$ cat config.mk
export PLATFORM = sky130hd
export DESIGN_NAME = blocking_lock
export DESIGN_NICKNAME = d
export VERILOG_FILES = /design/src/rtl/blk_lock_pkg.sv /design/src/rtl/blk_lock_fifo.sv /design/src/rtl/blk_lock_ctrl.sv /design/src/rtl/blk_lock_dispatch.sv /design/src/rtl/blocking_lock.sv
export SDC_FILE = /design/constraint.sdc
export NUM_CORES = 1
export LEC_CHECK = 0
export BUFFER_PORTS_ARGS = -buffer_cell sky130_fd_sc_hd__buf_2
export CAP_MARGIN = 10
export CORE_UTILIZATION = 55
export CTS_CLUSTER_DIAMETER = 80
export DETAILED_ROUTE_END_ITERATION = 8
export PLACE_DENSITY = 0.76
export SLEW_MARGIN = 30
export SYNTH_ARGS = -nofsm -noshare
export SYNTH_HDL_FRONTEND = slang
export SYNTH_HIERARCHICAL = 1
export SYNTH_SLANG_ARGS = --single-unit
export TNS_END_PERCENT = 30
$ cat constraint.sdc
create_clock -name clk -period 4.47 [get_ports clk]
set_input_delay 0 -clock clk [delete_from_list [all_inputs] [get_ports clk]]
set_output_delay 0 -clock clk [all_outputs]
set_load 0.1 [all_outputs]
$ cat src/rtl/blk_lock_pkg.sv
package blk_lock_pkg;

    typedef enum logic {
        LK_FREE,
        LK_OWNED
    } lock_state_e;

    typedef enum logic [1:0] {
        DS_IDLE,
        DS_SEND,
        DS_STALL
    } disp_state_e;

endpackage

$ cat src/rtl/blk_lock_fifo.sv
module blk_lock_fifo #(
    parameter int W     = 8,
    parameter int DEPTH = 4,
    localparam int PW   = (DEPTH > 1) ? $clog2(DEPTH) : 1,
    localparam int CW   = $clog2(DEPTH + 1)
) (
    input  logic          clk,
    input  logic          rst_n,
    input  logic          push,
    input  logic [W-1:0]  din,
    input  logic          pop,
    output logic [W-1:0]  dout,
    output logic          empty,
    output logic          full,
    output logic [CW-1:0] count
);

    logic [W-1:0]  store [DEPTH];
    logic [PW-1:0] wr_ptr;
    logic [PW-1:0] rd_ptr;
    logic [CW-1:0] cnt;
    logic          do_push;
    logic          do_pop;

    assign empty   = (cnt == '0);
    assign full    = (cnt == CW'(DEPTH));
    assign count   = cnt;
    assign dout    = store[rd_ptr];
    assign do_push = push && !full;
    assign do_pop  = pop && !empty;

    function automatic logic [PW-1:0] bump(input logic [PW-1:0] p);
        return (p == PW'(DEPTH - 1)) ? '0 : p + 1'b1;
    endfunction

    always_ff @(posedge clk) begin
        if (do_push) begin
            store[wr_ptr] <= din;
        end
    end

    always_ff @(posedge clk) begin
        if (!rst_n) begin
            wr_ptr <= '0;
            rd_ptr <= '0;
            cnt    <= '0;
        end else begin
            if (do_push) begin
                wr_ptr <= bump(wr_ptr);
            end
            if (do_pop) begin
                rd_ptr <= bump(rd_ptr);
            end
            cnt <= cnt + CW'(do_push) - CW'(do_pop);
        end
    end

endmodule

$ cat src/rtl/blk_lock_ctrl.sv
module blk_lock_ctrl
    import blk_lock_pkg::*;
#(
    parameter int ID_W = 8
) (
    input  logic            clk,
    input  logic            rst_n,
    input  logic            req_valid,
    input  logic [ID_W-1:0] req_id,
    input  logic            rel_valid,
    input  logic [ID_W-1:0] rel_id,
    input  logic            wq_full,
    output logic            owner_valid,
    output logic [ID_W-1:0] owner_id,
    output logic            wq_push,
    output logic            release_ev,
    output logic            overflow
);

    lock_state_e     state_q;
    lock_state_e     state_d;
    logic [ID_W-1:0] owner_q;
    logic            ovf_q;
    logic            grant;
    logic            drop;

    // next-state selection
    always_comb begin
        state_d = state_q;
        unique case (state_q)
            LK_FREE: begin
                if (req_valid) begin
                    state_d = LK_OWNED;
                end
            end
            LK_OWNED: begin
                if (rel_valid && (rel_id == owner_q)) begin
                    state_d = LK_FREE;
                end
            end
            default: state_d = LK_FREE;
        endcase
    end

    // state register
    always_ff @(posedge clk) begin
        if (!rst_n) begin
            state_q <= LK_FREE;
        end else begin
            state_q <= state_d;
        end
    end

    // outputs decoded from state and inputs
    always_comb begin
        grant      = 1'b0;
        wq_push    = 1'b0;
        drop       = 1'b0;
        release_ev = 1'b0;
        unique case (state_q)
            LK_FREE: begin
                grant = req_valid;
            end
            LK_OWNED: begin
                wq_push    = req_valid && !wq_full;
                drop       = req_valid && wq_full;
                release_ev = rel_valid && (rel_id == owner_q);
            end
            default: ;
        endcase
    end

    always_ff @(posedge clk) begin
        if (!rst_n) begin
            owner_q <= '0;
            ovf_q   <= 1'b0;
        end else begin
            if (grant) begin
                owner_q <= req_id;
            end
            if (drop) begin
                ovf_q <= 1'b1;
            end
        end
    end

    assign owner_valid = (state_q == LK_OWNED);
    assign owner_id    = owner_q;
    assign overflow    = ovf_q;

endmodule

$ cat src/rtl/blk_lock_dispatch.sv
module blk_lock_dispatch
    import blk_lock_pkg::*;
#(
    parameter int ID_W     = 8,
    parameter int WQ_DEPTH = 4,
    localparam int CW      = $clog2(WQ_DEPTH + 1)
) (
    input  logic            clk,
    input  logic            rst_n,
    input  logic            wake,
    input  logic            wq_push,
    input  logic            wq_empty,
    input  logic [CW-1:0]   wq_count,
    input  logic [ID_W-1:0] wq_head,
    input  logic            cpu_full,
    input  logic            hw_full,
    output logic            wq_pop,
    output logic            cpu_push,
    output logic            hw_push
);

    disp_state_e   state_q;
    disp_state_e   state_d;
    logic [CW-1:0] credit_q;
    logic [CW:0]   credit_sum;
    logic [CW:0]   count_nx;
    logic [CW-1:0] credit_nx;
    logic          to_hw;
    logic          room;
    logic          go;

    assign to_hw = wq_head[ID_W-1];
    assign room  = to_hw ? !hw_full : !cpu_full;

    // outputs: move one identifier when a wake-up is pending
    always_comb begin
        go = 1'b0;
        unique case (state_q)
            DS_IDLE:  go = 1'b0;
            DS_SEND,
            DS_STALL: go = !wq_empty && room;
            default:  go = 1'b0;
        endcase
        wq_pop   = go;
        cpu_push = go && !to_hw;
        hw_push  = go && to_hw;
    end

    // pending wake-ups never exceed the waiters left in the queue
    always_comb begin
        credit_sum = {1'b0, credit_q} + (CW+1)'(wake) - (CW+1)'(go);
        count_nx   = {1'b0, wq_count} + (CW+1)'(wq_push) - (CW+1)'(go);
        credit_nx  = (credit_sum > count_nx) ? count_nx[CW-1:0] : credit_sum[CW-1:0];
    end

    always_comb begin
        state_d = state_q;
        unique case (state_q)
            DS_IDLE,
            DS_SEND,
            DS_STALL: begin
                if (credit_nx == '0) begin
                    state_d = DS_IDLE;
                end else if ((state_q != DS_IDLE) && !go) begin
                    state_d = DS_STALL;
                end else begin
                    state_d = DS_SEND;
                end
            end
            default: state_d = DS_IDLE;
        endcase
    end

    // state register
    always_ff @(posedge clk) begin
        if (!rst_n) begin
            state_q  <= DS_IDLE;
            credit_q <= '0;
        end else begin
            state_q  <= state_d;
            credit_q <= credit_nx;
        end
    end

endmodule

$ cat src/rtl/blocking_lock.sv
module blocking_lock #(
    parameter int ID_W     = 8,
    parameter int WQ_DEPTH = 4,
    parameter int RQ_DEPTH = 2
) (
    input  logic            clk,
    input  logic            rst_n,
    input  logic            req_valid,
    input  logic [ID_W-1:0] req_id,
    input  logic            rel_valid,
    input  logic [ID_W-1:0] rel_id,
    output logic            owner_valid,
    output logic [ID_W-1:0] owner_id,
    output logic            wq_overflow,
    input  logic            cpu_pop,
    output logic [ID_W-1:0] cpu_tid,
    output logic            cpu_irq,
    input  logic            hw_pop,
    output logic [ID_W-1:0] hw_tid,
    output logic            hw_avail
);

    localparam int WCW = $clog2(WQ_DEPTH + 1);
    localparam int RCW = $clog2(RQ_DEPTH + 1);

    logic            wq_push;
    logic            wq_pop;
    logic            wq_empty;
    logic            wq_full;
    logic [WCW-1:0]  wq_count;
    logic [ID_W-1:0] wq_head;
    logic            release_ev;
    logic            cpu_push;
    logic            hw_push;
    logic            cpu_empty;
    logic            cpu_full;
    logic            hw_empty;
    logic            hw_full;
    logic [RCW-1:0]  cpu_count;
    logic [RCW-1:0]  hw_count;

    blk_lock_ctrl #(.ID_W(ID_W)) ctrl_i (
        .clk         (clk),
        .rst_n       (rst_n),
        .req_valid   (req_valid),
        .req_id      (req_id),
        .rel_valid   (rel_valid),
        .rel_id      (rel_id),
        .wq_full     (wq_full),
        .owner_valid (owner_valid),
        .owner_id    (owner_id),
        .wq_push     (wq_push),
        .release_ev  (release_ev),
        .overflow    (wq_overflow)
    );

    blk_lock_fifo #(.W(ID_W), .DEPTH(WQ_DEPTH)) waitq_i (
        .clk   (clk),
        .rst_n (rst_n),
        .push  (wq_push),
        .din   (req_id),
        .pop   (wq_pop),
        .dout  (wq_head),
        .empty (wq_empty),
        .full  (wq_full),
        .count (wq_count)
    );

    blk_lock_dispatch #(.ID_W(ID_W), .WQ_DEPTH(WQ_DEPTH)) disp_i (
        .clk      (clk),
        .rst_n    (rst_n),
        .wake     (release_ev),
        .wq_push  (wq_push),
        .wq_empty (wq_empty),
        .wq_count (wq_count),
        .wq_head  (wq_head),
        .cpu_full (cpu_full),
        .hw_full  (hw_full),
        .wq_pop   (wq_pop),
        .cpu_push (cpu_push),
        .hw_push  (hw_push)
    );

    blk_lock_fifo #(.W(ID_W), .DEPTH(RQ_DEPTH)) cpuq_i (
        .clk   (clk),
        .rst_n (rst_n),
        .push  (cpu_push),
        .din   (wq_head),
        .pop   (cpu_pop),
        .dout  (cpu_tid),
        .empty (cpu_empty),
        .full  (cpu_full),
        .count (cpu_count)
    );

    blk_lock_fifo #(.W(ID_W), .DEPTH(RQ_DEPTH)) hwq_i (
        .clk   (clk),
        .rst_n (rst_n),
        .push  (hw_push),
        .din   (wq_head),
        .pop   (hw_pop),
        .dout  (hw_tid),
        .empty (hw_empty),
        .full  (hw_full),
        .count (hw_count)
    );

    assign cpu_irq  = !cpu_empty;
    assign hw_avail = !hw_empty;

endmodule

Word-level counts from Yosys, hierarchy flattened
Memory sizes are Yosys's and may differ from the RTL's. A register that Yosys moved wholly into a read port is not among the register bits.
Cells that the tools add are included.
W data, S select, Z words.
- add/subtract/negate cells: 16
- $lt $le $gt $ge: 1
- equal/unequal tests: 8
- muxes and demuxes: 29
- bitwise operators: 3
- reductions and logical operators: 30
- operator list (operator ; count):
    $mux W1 ; 22
    $logic_and A1 B1 Y1 ; 13
    $eq A2 B2 Y1 const B ; 5
    $mux W2 ; 5
    $add A3 B1 Y4 ; 2
    $eq A8 B8 Y1 ; 1
    $logic_not A1 Y1 ; 8
    $sub A4 B1 Y4 ; 2
    $logic_not A2 Y1 ; 3
    $logic_not A3 Y1 ; 2
    $reduce_or A3 Y1 ; 2
    $add A1 B1 Y1 const B ; 4
    $add A2 B1 Y2 ; 2
    $add A2 B1 Y2 const B ; 2
    $gt A4 B4 Y1 ; 1
    $sub A2 B1 Y2 ; 2
    $add A3 B1 Y3 ; 1
    $eq A3 B3 Y1 const B ; 1
    $mux W3 ; 1
    $not A1 Y1 ; 3
    $sub A3 B1 Y3 ; 1
    $eq A2 B1 Y1 const B ; 1
    $pmux W1 S2 ; 1
    $reduce_bool A2 Y1 ; 1
    $reduce_or A2 Y1 ; 1
- bits in registers: 30
- bits in writable memories: 64
- input port bits: 22
- output and inout port bits: 28
- word-level logic and storage cells: 104
- memories: 3
- memory list (memory ; depth ; bits a word ; read ports ; clocked after memory_dff ; wr ports ; line ; RTL):
    waitq_i.store ; 4 ; 8 ; 1 ; 1 ; 1 ; blk_lock_fifo.sv:18 ; logic [W-1:0] store [DEPTH];
    cpuq_i.store ; 2 ; 8 ; 1 ; 1 ; 1 ; blk_lock_fifo.sv:18 ;
    hwq_i.store ; 2 ; 8 ; 1 ; 1 ; 1 ; blk_lock_fifo.sv:18 ;

Longest topological paths before layout
Gate-level depths: netlist of the first run.
- depth in word-level cells: 10
- mapped depth: 15
- gate-level depth less buffers: 15

By module
Netlist of the first run, hierarchy kept.
- by module, submodules not included (module ; times used ; cells an instance ; area an instance (um^2) ; seq. area each (um^2)):
    blk_lock_fifo at waitq_i ; 1 ; 94 ; 1639.1 ; 1141.1
    blk_lock_fifo at cpuq_i ... ; 2 ; 52 ; 812.0 ; 580.6
    blk_lock_dispatch ; 1 ; 67 ; 608.1 ; 100.1
    blk_lock_ctrl ; 1 ; 46 ; 478.0 ; 200.2
    blocking_lock ; 1 ; 2 ; 7.5 ; 0.0

Worst setup path before layout of the first run
No wires, ideal clock.
- path kind: register -> register
- start: reg with a tool-made name
- end: reg disp_i.state_q[1]
- library setup time: 0.087 ns
- arrival: 3.629 ns
- required time: 4.383 ns
- setup slack: 0.754 ns
- cell stages (with the launch flop): 15
- buffers on the path: 1
- clock period less this slack: 3.716 ns
- cells stage by stage: dfxtp_1 -> buf_2 -> mux4_2 -> mux2i_1 -> nand3b_1 -> or2_2 -> ha_1 -> a21o_1 -> a21oi_1 -> xnor2_1 -> ha_1 -> and4_2 -> a21oi_4 -> mux2_4 -> nor4_4
- RTL lines (item ; line ; RTL):
    end signal: assignment ; blk_lock_dispatch.sv:80 ; state_q <= state_d;
    end: declaration ; blk_lock_dispatch.sv:22 ; disp_state_e state_q;

==> key figures, run 1 <==
Status
  • Status: complete, no violations

Die
  • Chip Height: 91 µm
  • Initial core utilization: 56.7%
  • Core Rows: 32
  • Core area: 7690 µm²
  • # IOs: 50
  • Die ar.: 8280 µm²
  • Die width: 91 µm

Min path
  • HP Class: in2reg
  • Hold path depth: 4
  • Startpoint of the worst hold path: rel_id[4]
  • WHS Endpoint: ctrl_i/owner_valid

Timing
  • Slew Viols, Final: 0
  • Minimum clock period: 3.87 ns
  • Fin. Hold Viols: 0
  • RSZ-0062 raised after global routing: no
  • Final worst path period share: 86.5%
  • Worst clock skew: 0.0130 ns
  • TNS Setup: 0 ns
  • Worst-margin pin slew: 0.641 ns
  • Setup violators final: 0
  • Slew headroom: 57.1%
  • Fmax: 0.259 GHz

CTS
  • # clock sinks: 98
  • Worst skew pair latency: 0.37 ns
  • CTS buffer count: 9
  • Bufs on Longest Clock Path: 2
  • CTS tree: done
  • Worst-path clk slew: 0.10 ns
  • CTS H-tree depth: 3
  • Post-CTS setup buffers: 0
  • Root Buffer: clkbuf_8

Routing
  • First-pass DRT Iterations: 5
  • DR iter-0 viols: 115
  • Antenna-violating nets left: 0
  • Post-route DRC violation count: 0
  • Via Count: 2477
  • DR WL/cell: 14.2 µm
  • Via/cell ratio: 5.12
  • Routed WL: 6870 µm

Worst setup path
  • CP dominant cell by count: ha_1
  • Setup crit end kind: flip-flop
  • Required time of the critical path: 4.75 ns
  • Crit Path Max Fanout: 8
  • Largest stage delay, worst path: 0.56 ns
  • Worst Setup Path Type: reg2reg
  • Startpoint types: flip-flop
  • Worst EP arrival: 4.15 ns
  • Max stage delay cell, worst path: dfxtp_1
  • Crit-path cells: mux4_2, mux2i_1, nand3b_1, or2_2, ha_1, a21o_1, a21oi_1, xnor2_1, ha_1, and4_2, a21oi_4, mux2_4, nor4_4
  • R2r worst-path depth: 13
  • Buffer and inverter count on the worst path: 0
  • Register-to-register setup slack: 0.60 ns
  • CP top delay family: multiplexers
  • FF-to-FF End: disp_i/state_q[1]

GRT
  • Grt ovf: 0
  • Vias in the first global route: 2470
  • Initial antenna violation count: 0
  • First-pass GRT wire length: 11400 µm
  • GRT Resource Usage Total: 18.1%
  • Largest net degree at the start of global routing: 35

Finish
  • N_diodes: 0
  • Area grow syn2layout: 14.9%
  • Final net count: 425
  • Layout cell share with drive strength beyond 1: 27.7%
  • Final design utilization: 65.1%
  • Fill count: 605

Pwr
  • Power Density: 604 nW/µm²
  • VDD IR max: 0.285 mV
  • Static Leak: 0.00199 µW

Yosys
  • Mapped cell area: 4360 µm²
  • Synth Flop Type: edfxtp_1
  • Flops & latches, synth: 98
  • Asr flop ratio synth: 0%
  • Post-synth cell types: 43
  • Post-Synthesis Cells: 313
  • Ys Warns: 6
  • EDFF count, synth: 64
  • Syn avg cell area: 13.9 µm²
  • Register area share after synthesis: 59.7%
  • Net count after synthesis: 361

Place
  • Port Buffers: 49
  • Dpl hpwl: 4930 µm
  • Final RePlAce weighted congestion: 0.872

Flow run
  • MaxCap Viol Count: 0
==> cell families after synthesis <==
group	Yosys count	share of synthesized area, %
AO/OA/AOI/OAI	18	3.13
XOR/XNOR	18	3.62
adder cells (fa/ha/maj)	26	7.98
buffers and inverters	32	3.19
flip-flops	98	59.7
multiplexers	38	11.6
AND/OR/NAND/NOR	83	10.7
==> worst max-delay path by stage <==
stage	startpoint	end	slack (ns)	cells past startpoint
final	flip-flop	disp_i/state_q[1]	0.60	13
after global routing	flip-flop	disp_i/state_q[1]	0.41	13
after CTS	flip-flop	disp_i/state_q[1]	0.59	13
after global placement	flip-flop	disp_i/state_q[1]	0.76	13
after detailed placement	flip-flop	disp_i/state_q[1]	0.63	13
after floorplan	flip-flop	disp_i/state_q[1]	0.75	14
==> synthesized netlist by cell type, drive strengths merged (7+ instances only) <==
library cell,count,area (µm²)
edfxtp,64,1920
dfxtp,34,681
inv,25,93.8
nor2,16,60.1
nor2b,13,91.3
and2,11,72.6
xnor2,14,123
nor3,7,40.0
ha,23,288
mux2i,13,130
nand2,16,60.1
mux4,8,180
mux2,17,195
==> worst min-delay path: cells and delay by family <==
family                 cells  cell delay (ns)
AO/OA/AOI/OAI              1             0.13
buffers and inverters      1             0.08
AND/OR/NAND/NOR            1             0.08
XOR/XNOR                   1             0.05
==> timing repair <==
action / in CTS / in global routing
endpoints found under the setup margin: 0 / 0
hold buffers: 10 / 0
hold endpoints to repair: 42 / 0
gates resized for setup: 0 / 0
==> state kept, by name (all words and copies together) (netlist names), 2 cells and up, named ones only <==
name,cells
cpuq_i/count,2
cpuq_i/store,16
ctrl_i/owner_id,8
disp_i/credit_q,3
disp_i/state_q,2
hwq_i/count,2
hwq_i/store,16
waitq_i/count,3
waitq_i/rd_ptr,2
waitq_i/store,32
waitq_i/wr_ptr,2
==> power breakdown <==
group          switching, µW  total (µW)  internal [µW]
clock                    335         610            275
sequential              67.7        1110           1050
combinational            862        1300            439
==> placed cells by master (no fill, tap or decap), types with 3 or more instances in the layout <==
cell,n
a21oi_1,3
mux4_2,8
mux2_2,16
o21ai_0,3
ha_1,23
inv_1,25
and2_1,8
xnor2_1,14
dfxtp_1,34
xor2_1,4
edfxtp_1,64
dlygate4sd3_1,10
nand3_1,6
mux2i_1,13
clkbuf_8,9
nand2b_1,5
fa_1,3
nor2b_1,11
nor2_1,16
nand2_1,16
and2_2,3
nor3_1,6
inv_8,3
buf_2,49
==> per-layer routing <==
metal | GRT usage, % | routed length [µm]
met1 | 22.5 | 3170
met2 | 30.6 | 3360
met3 | 4.10 | 247
met4 | 7.54 | 87
met5 | 0 | 0
==> through the flow <==
stage / cell area, µm² / std cells / hold WS (ns) / total power (µW) / setup WS [ns]
2_1_floorplan: 4360 / 313 / 0.0989 / 2240 / 0.754
3_3_place_gp: 4690 / 458 / 0.244 / 2390 / 0.759
3_5_place_dp: 4690 / 458 / 0.244 / 2430 / 0.627
4_1_cts: 5010 / 484 / 0.00288 / 3040 / 0.590
5_1_grt: 5010 / 484 / 0.0384 / 3180 / 0.406
6_report: 5010 / 484 / 0.00725 / 3020 / 0.602
==> layout make-up <==
type                    instances  area [µm²]  share of cell area [%]
inverters                      25        93.8                    1.87
clock buffers                   9         124                    2.47
repair buffers                 60         353                    7.05
flip-flops and latches         98        2600                    52.0
well taps                     102         128                    2.55
clock inverters                 7        90.1                    1.80
multi-input cells             183        1620                    32.3
Power figures use the tool's default switching activity.
==> inputs of run 2 (changes only) <==
PLACE_DENSITY = 0.86   (was 0.76)
==> run 2 against run 1 <==
Critical path depth did not move; register-to-register slack barely moved; clock-buffer cell count did not move; sequential power barely moved; clock skew fell by 0.0028 ns; design area rose by 0.13%; wire length rose by 7.5%; worst setup slack got worse by 0.012 ns; critical endpoint unchanged; sequential share of layout area fell by 0.065 points.
==> key figures, run 2 (synthesized netlist as in run 1, its figures left out) <==
Status
  • Status: complete, no violations

Finish
  • Final net count: 425
  • Top reg by flops: waitq_i/store
  • Biggest regs: waitq_i/store x32, cpuq_i/store x16, hwq_i/store x16
  • Area grow syn2layout: 15.0%
  • Layout cell share with drive strength beyond 1: 27.7%
  • Commonest non-fill, non-tap cell in the layout: edfxtp_1
  • Most frequent cells in the layout: 64 x edfxtp_1, 49 x buf_2, 34 x dfxtp_1
  • N_diodes: 0
  • Max FFs per register: 32

Pwr
  • Static Leak: 0.00199 µW
  • Power Density: 605 nW/µm²
  • VDD IR max: 0.295 mV

Worst setup path
  • Required time of the critical path: 4.75 ns
  • Worst EP arrival: 4.17 ns
  • Max stage delay cell, worst path: dfxtp_1
  • Startpoint types: flip-flop
  • Largest stage delay, worst path: 0.58 ns
  • R2r worst-path depth: 13
  • CP dominant cell by count: ha_1
  • Crit Path Max Fanout: 8
  • Worst Setup Path Type: reg2reg
  • Crit-path cells: mux4_2, mux2i_1, nand3b_1, or2_2, ha_1, a21o_1, a21oi_1, xnor2_1, ha_1, and4_2, a21oi_4, mux2_4, nor4_4
  • Setup crit end kind: flip-flop
  • FF-to-FF End: disp_i/state_q[1]
  • Critical Path End: disp_i/state_q[1]
  • Register-to-register setup slack: 0.59 ns

Die
  • Die ar.: 8280 µm²
  • Chip Height: 91 µm
  • Core Rows: 32
  • Core area: 7690 µm²
  • Initial core utilization: 56.7%
  • Die width: 91 µm
  • # IOs: 50

Place
  • Port Buffers: 49
  • Final RePlAce weighted congestion: 0.827
  • Dpl hpwl: 5270 µm
  • Setup slack at placement: 0.602 ns

GRT
  • Initial antenna violation count: 0
  • Vias in the first global route: 2553
  • Largest net degree at the start of global routing: 35
  • First-pass GRT wire length: 12100 µm
  • GRT Resource Usage Total: 19.4%
  • Grt ovf: 0

Timing
  • Slew headroom: 50.1%
  • Slew Viols, Final: 0
  • Worst clock skew: 0.0101 ns
  • RSZ-0062 raised after global routing: no
  • Minimum clock period: 3.88 ns
  • Fin. Hold Viols: 0
  • TNS Setup: 0 ns
  • Fmax: 0.258 GHz
  • Final worst path period share: 86.8%
  • Hold Slack: 0.0352 ns
  • Worst-margin pin slew: 0.746 ns
  • Final WS setup: 0.589 ns
  • Setup violators final: 0

CTS
  • CTS buffer count: 9
  • Bufs on Longest Clock Path: 2
  • Worst skew pair latency: 0.36 ns
  • CTS H-tree depth: 3
  • Root Buffer: clkbuf_8
  • # clock sinks: 98
  • Worst-path clk slew: 0.10 ns
  • CTS tree: done

Flow run
  • MaxCap Viol Count: 0

Routing
  • Via/cell ratio: 5.23
  • Post-route DRC violation count: 0
  • Antenna-violating nets left: 0
  • Routed WL: 7380 µm
  • First-pass DRT Iterations: 4
  • DR WL/cell: 15.2 µm
  • DR iter-0 viols: 119
  • Via Count: 2533

Min path
  • HP Class: in2reg
[run 2: worst min-delay path by stage]
stage	from	endpoint	cells after the start
5_1_grt	hw_pop	hwq_i/rd_ptr	4
4_1_cts	hw_pop	hwq_i/rd_ptr	4
3_5_place_dp	req_id[6]	waitq_i/store[3][6]	1
3_3_place_gp	req_id[1]	waitq_i/store[3][1]	1
2_1_floorplan	req_id[0]	waitq_i/store[0][0]	0
6_report	hw_pop	hwq_i/rd_ptr	4
[run 2: final cells by class]
| type | count | area [µm²] |
|---|---|---|
| well taps | 102 | 128 |
| multi-input cells | 183 | 1620 |
| repair buffers | 60 | 353 |
| clock buffers | 9 | 124 |
| clock inverters | 7 | 96.3 |
| fillers | 573 | 2680 |
| inverters | 25 | 93.8 |
| flip-flops and latches | 98 | 2600 |
[run 2: timing repair]
item / in CTS / in global routing
buffers inserted: 0 / 0
gates resized for setup: 0 / 0
hold buffers: 10 / 0
setup endpoints to repair: 0 / 0
endpoints found under the hold margin: 40 / 0
[run 2: worst max-delay path: cells and delay by family (launching register included)]
kind                       cells  cell delay [ns]
AOI/OAI and AO/OA              3             0.55
xor gates and xnor gates       1             0.17
muxes                          3             1.00
and+or+nand+nor                4             0.92
DFF                            1             0.58
adders and majority gates      2             0.58
[run 2: report_power, final]
group          total (µW)  leakage, µW  internal (µW)  switching (µW)
combinational        1300      0.00103            440             864
clock                 612     0.000108            276             336
sequential           1120     0.000854           1050            70.8
total                3030      0.00199           1760            1270
[run 2: per-layer routing]
metal  GRT usage (%)  share of wire (%)  wire length [µm]  up-vias
met1            23.4                 43              3200     1233
li1                -                  -                 -     1230
met3            4.36                4.3               316        8
met4            6.88                1.1                78        0
met2            34.3                 51              3780       62
met5               0                  0                 0        -
[run 2: stage by stage]
step	instance area, µm²	util, %	instances	power, µW
after global routing	5010	65.2	484	3190
after detailed placement	4690	61.0	458	2440
after global placement	4690	61.0	458	2390
after CTS	5010	65.2	484	3050
final	5010	65.2	484	3030
after floorplan	4360	-	313	2240
==> inputs of run 3 (changes only) <==
CORE_UTILIZATION = 43   (was 55)
PLACE_DENSITY = 0.72   (was 0.86)
SLEW_MARGIN = 5   (was 30)
TNS_END_PERCENT = not set   (was 30)
==> run 3 against run 2 <==
Cell count is 6.4% higher; global-route usage is 4.5 points lower; via count is 1.9% lower; first-iteration DRC count is 6.7% higher; sequential share of layout area is 0.14 points lower; critical endpoint unchanged; highest routed layer unchanged.
==> key figures, run 3 (synthesized netlist as in run 1, its figures left out) <==
Finish
  • Most frequent cells in the layout: 64 x edfxtp_1, 49 x buf_2, 34 x dfxtp_1
  • Final design utilization: 51.4%
  • N_diodes: 0
  • Area grow syn2layout: 15.4%
  • Top reg by flops: waitq_i/store
  • Layout cell share with drive strength beyond 1: 27.2%
  • Max FFs per register: 32
  • Multi-input gate area: 1620 µm²
  • Register Area: 2600 µm²
  • Fill count: 831
  • Commonest non-fill, non-tap cell in the layout: edfxtp_1
  • Finished Layout Cells: 515
  • Biggest regs: waitq_i/store x32, cpuq_i/store x16, hwq_i/store x16
  • Final net count: 425

CTS
  • Root Buffer: clkbuf_8
  • Worst skew pair latency: 0.36 ns
  • Cts repair resizes: 0
  • Bufs on Longest Clock Path: 2
  • Worst-path clk slew: 0.09 ns
  • CTS buffer count: 9
  • CTS H-tree depth: 3
  • CTS tree: done
  • # clock sinks: 98
  • Post-CTS setup buffers: 0

Die
  • Core area: 9770 µm²
  • Die ar.: 10500 µm²
  • Core Rows: 36
  • # IOs: 50
  • Initial core utilization: 44.6%
  • Die width: 103 µm
  • Chip Height: 103 µm

GRT
  • Largest net degree at the start of global routing: 35
  • First-pass GRT wire length: 11500 µm
  • Initial antenna violation count: 0
  • Vias in the first global route: 2412
  • Grt ovf: 0
  • GRT Resource Usage Total: 15.0%

Timing
  • Slew headroom: 49.8%
  • RSZ-0062 raised after global routing: no
  • Fin. Hold Viols: 0
  • Final WS setup: 0.572 ns
  • Setup violators final: 0
  • Fmax: 0.257 GHz
  • Worst clock skew: 0.00897 ns
  • Minimum clock period: 3.90 ns
  • Worst-margin pin slew: 0.750 ns
  • Slew Viols, Final: 0
  • Final worst path period share: 87.2%
  • TNS Setup: 0 ns

Routing
  • DR iter-0 viols: 127
  • Via/cell ratio: 4.83
  • Antenna-violating nets left: 0
  • First-pass DRT Iterations: 4
  • DR WL/cell: 14.1 µm
  • Post-route DRC violation count: 0
  • Via Count: 2486
  • Routed WL: 7270 µm

Place
  • Setup slack at placement: 0.534 ns
  • Cells after DPL: 489
  • Final RePlAce weighted congestion: 0.816
  • Dpl hpwl: 5250 µm
  • Port Buffers: 49

Worst setup path
  • CP dominant cell by count: ha_1
  • Setup crit end kind: flip-flop
  • Largest stage delay, worst path: 0.57 ns
  • Crit Path Max Fanout: 8
  • Crit-path cells: mux4_2, mux2i_1, nand3b_1, or2_2, ha_1, a21o_1, a21oi_1, xnor2_1, ha_1, and4_2, a21oi_4, mux2_4, nor4_4
  • Worst Setup Path Type: reg2reg
  • Startpoint types: flip-flop
  • Worst EP arrival: 4.17 ns
  • Register-to-register setup slack: 0.57 ns
  • Required time of the critical path: 4.74 ns
  • Max stage delay cell, worst path: dfxtp_1

Flow run
  • MaxCap Viol Count: 0

Status
  • Status: complete, no violations

Pwr
  • Static Leak: 0.00198 µW
  • VDD IR max: 0.340 mV
  • Power Density: 595 nW/µm²

Min path
  • HP Class: in2reg
## run 3: cell count changes in the layout (fill, tap and decap cells not counted)
cell	change
clkinv_8	-1
inv_6	+1
clkinv_4	+1
clkbuf_1	+2
inv_8	-3
## run 3: final cells by class
class                   instances  share of cell area, %
inverters                      25                   1.87
clock buffers                  11                   2.61
multi-input cells             183                   32.1
flip-flops and latches         98                   51.8
well taps                     133                   3.31
repair buffers                 60                   7.02
clock inverters                 5                   1.27
## run 3: layer usage
metal	vias to the layer above	part of all wire [%]	global-route usage, %
li1	1231	-	-
met1	1192	44	17.6
met2	53	50	25.6
met3	10	3.6	2.44
met4	0	2.7	9.56
met5	-	0	0
## run 3: worst paths after layout
kind,depth (start not counted),start,end
setup / recovery,13,flip-flop,disp_i/state_q[1]
setup reg to reg,13,flip-flop,disp_i/state_q[1]
hold / removal,4,rel_id[2],ctrl_i/owner_valid
hold reg to reg,2,hwq_i/wr_ptr,hwq_i/wr_ptr
## run 3: report_power, final
| group | internal (µW) | leakage (µW) | switching [µW] |
|---|---|---|---|
| clock network | 263 | 0.0000941 | 302 |
| logic | 439 | 0.00103 | 870 |
| registers | 1050 | 0.000854 | 68.9 |
## run 3: repair_timing
action	in CTS	in global routing
hold buffers	10	0
setup endpoints to repair	0	0
endpoints found under the hold margin	42	0
## run 3: critical path: cells and delay by family, from the launching register on
kind | cells | cell delay, ns
flip-flops | 1 | 0.57
XOR/XNOR | 1 | 0.15
adder cells (fa/ha/maj) | 2 | 0.58
AND/OR/NAND/NOR | 4 | 0.96
AO/OA/AOI/OAI | 3 | 0.55
multiplexers | 3 | 1.01
## run 3: metrics by stage
stage / cell area (µm²) / hold WS [ns] / power, µW
floorplan: 4360 / 0.0989 / 2240
global placement: 4730 / 0.238 / 2400
detailed placement: 4730 / 0.236 / 2440
CTS: 5030 / 0.0225 / 3010
global route: 5030 / 0.0814 / 3130
finish: 5030 / 0.0353 / 2990
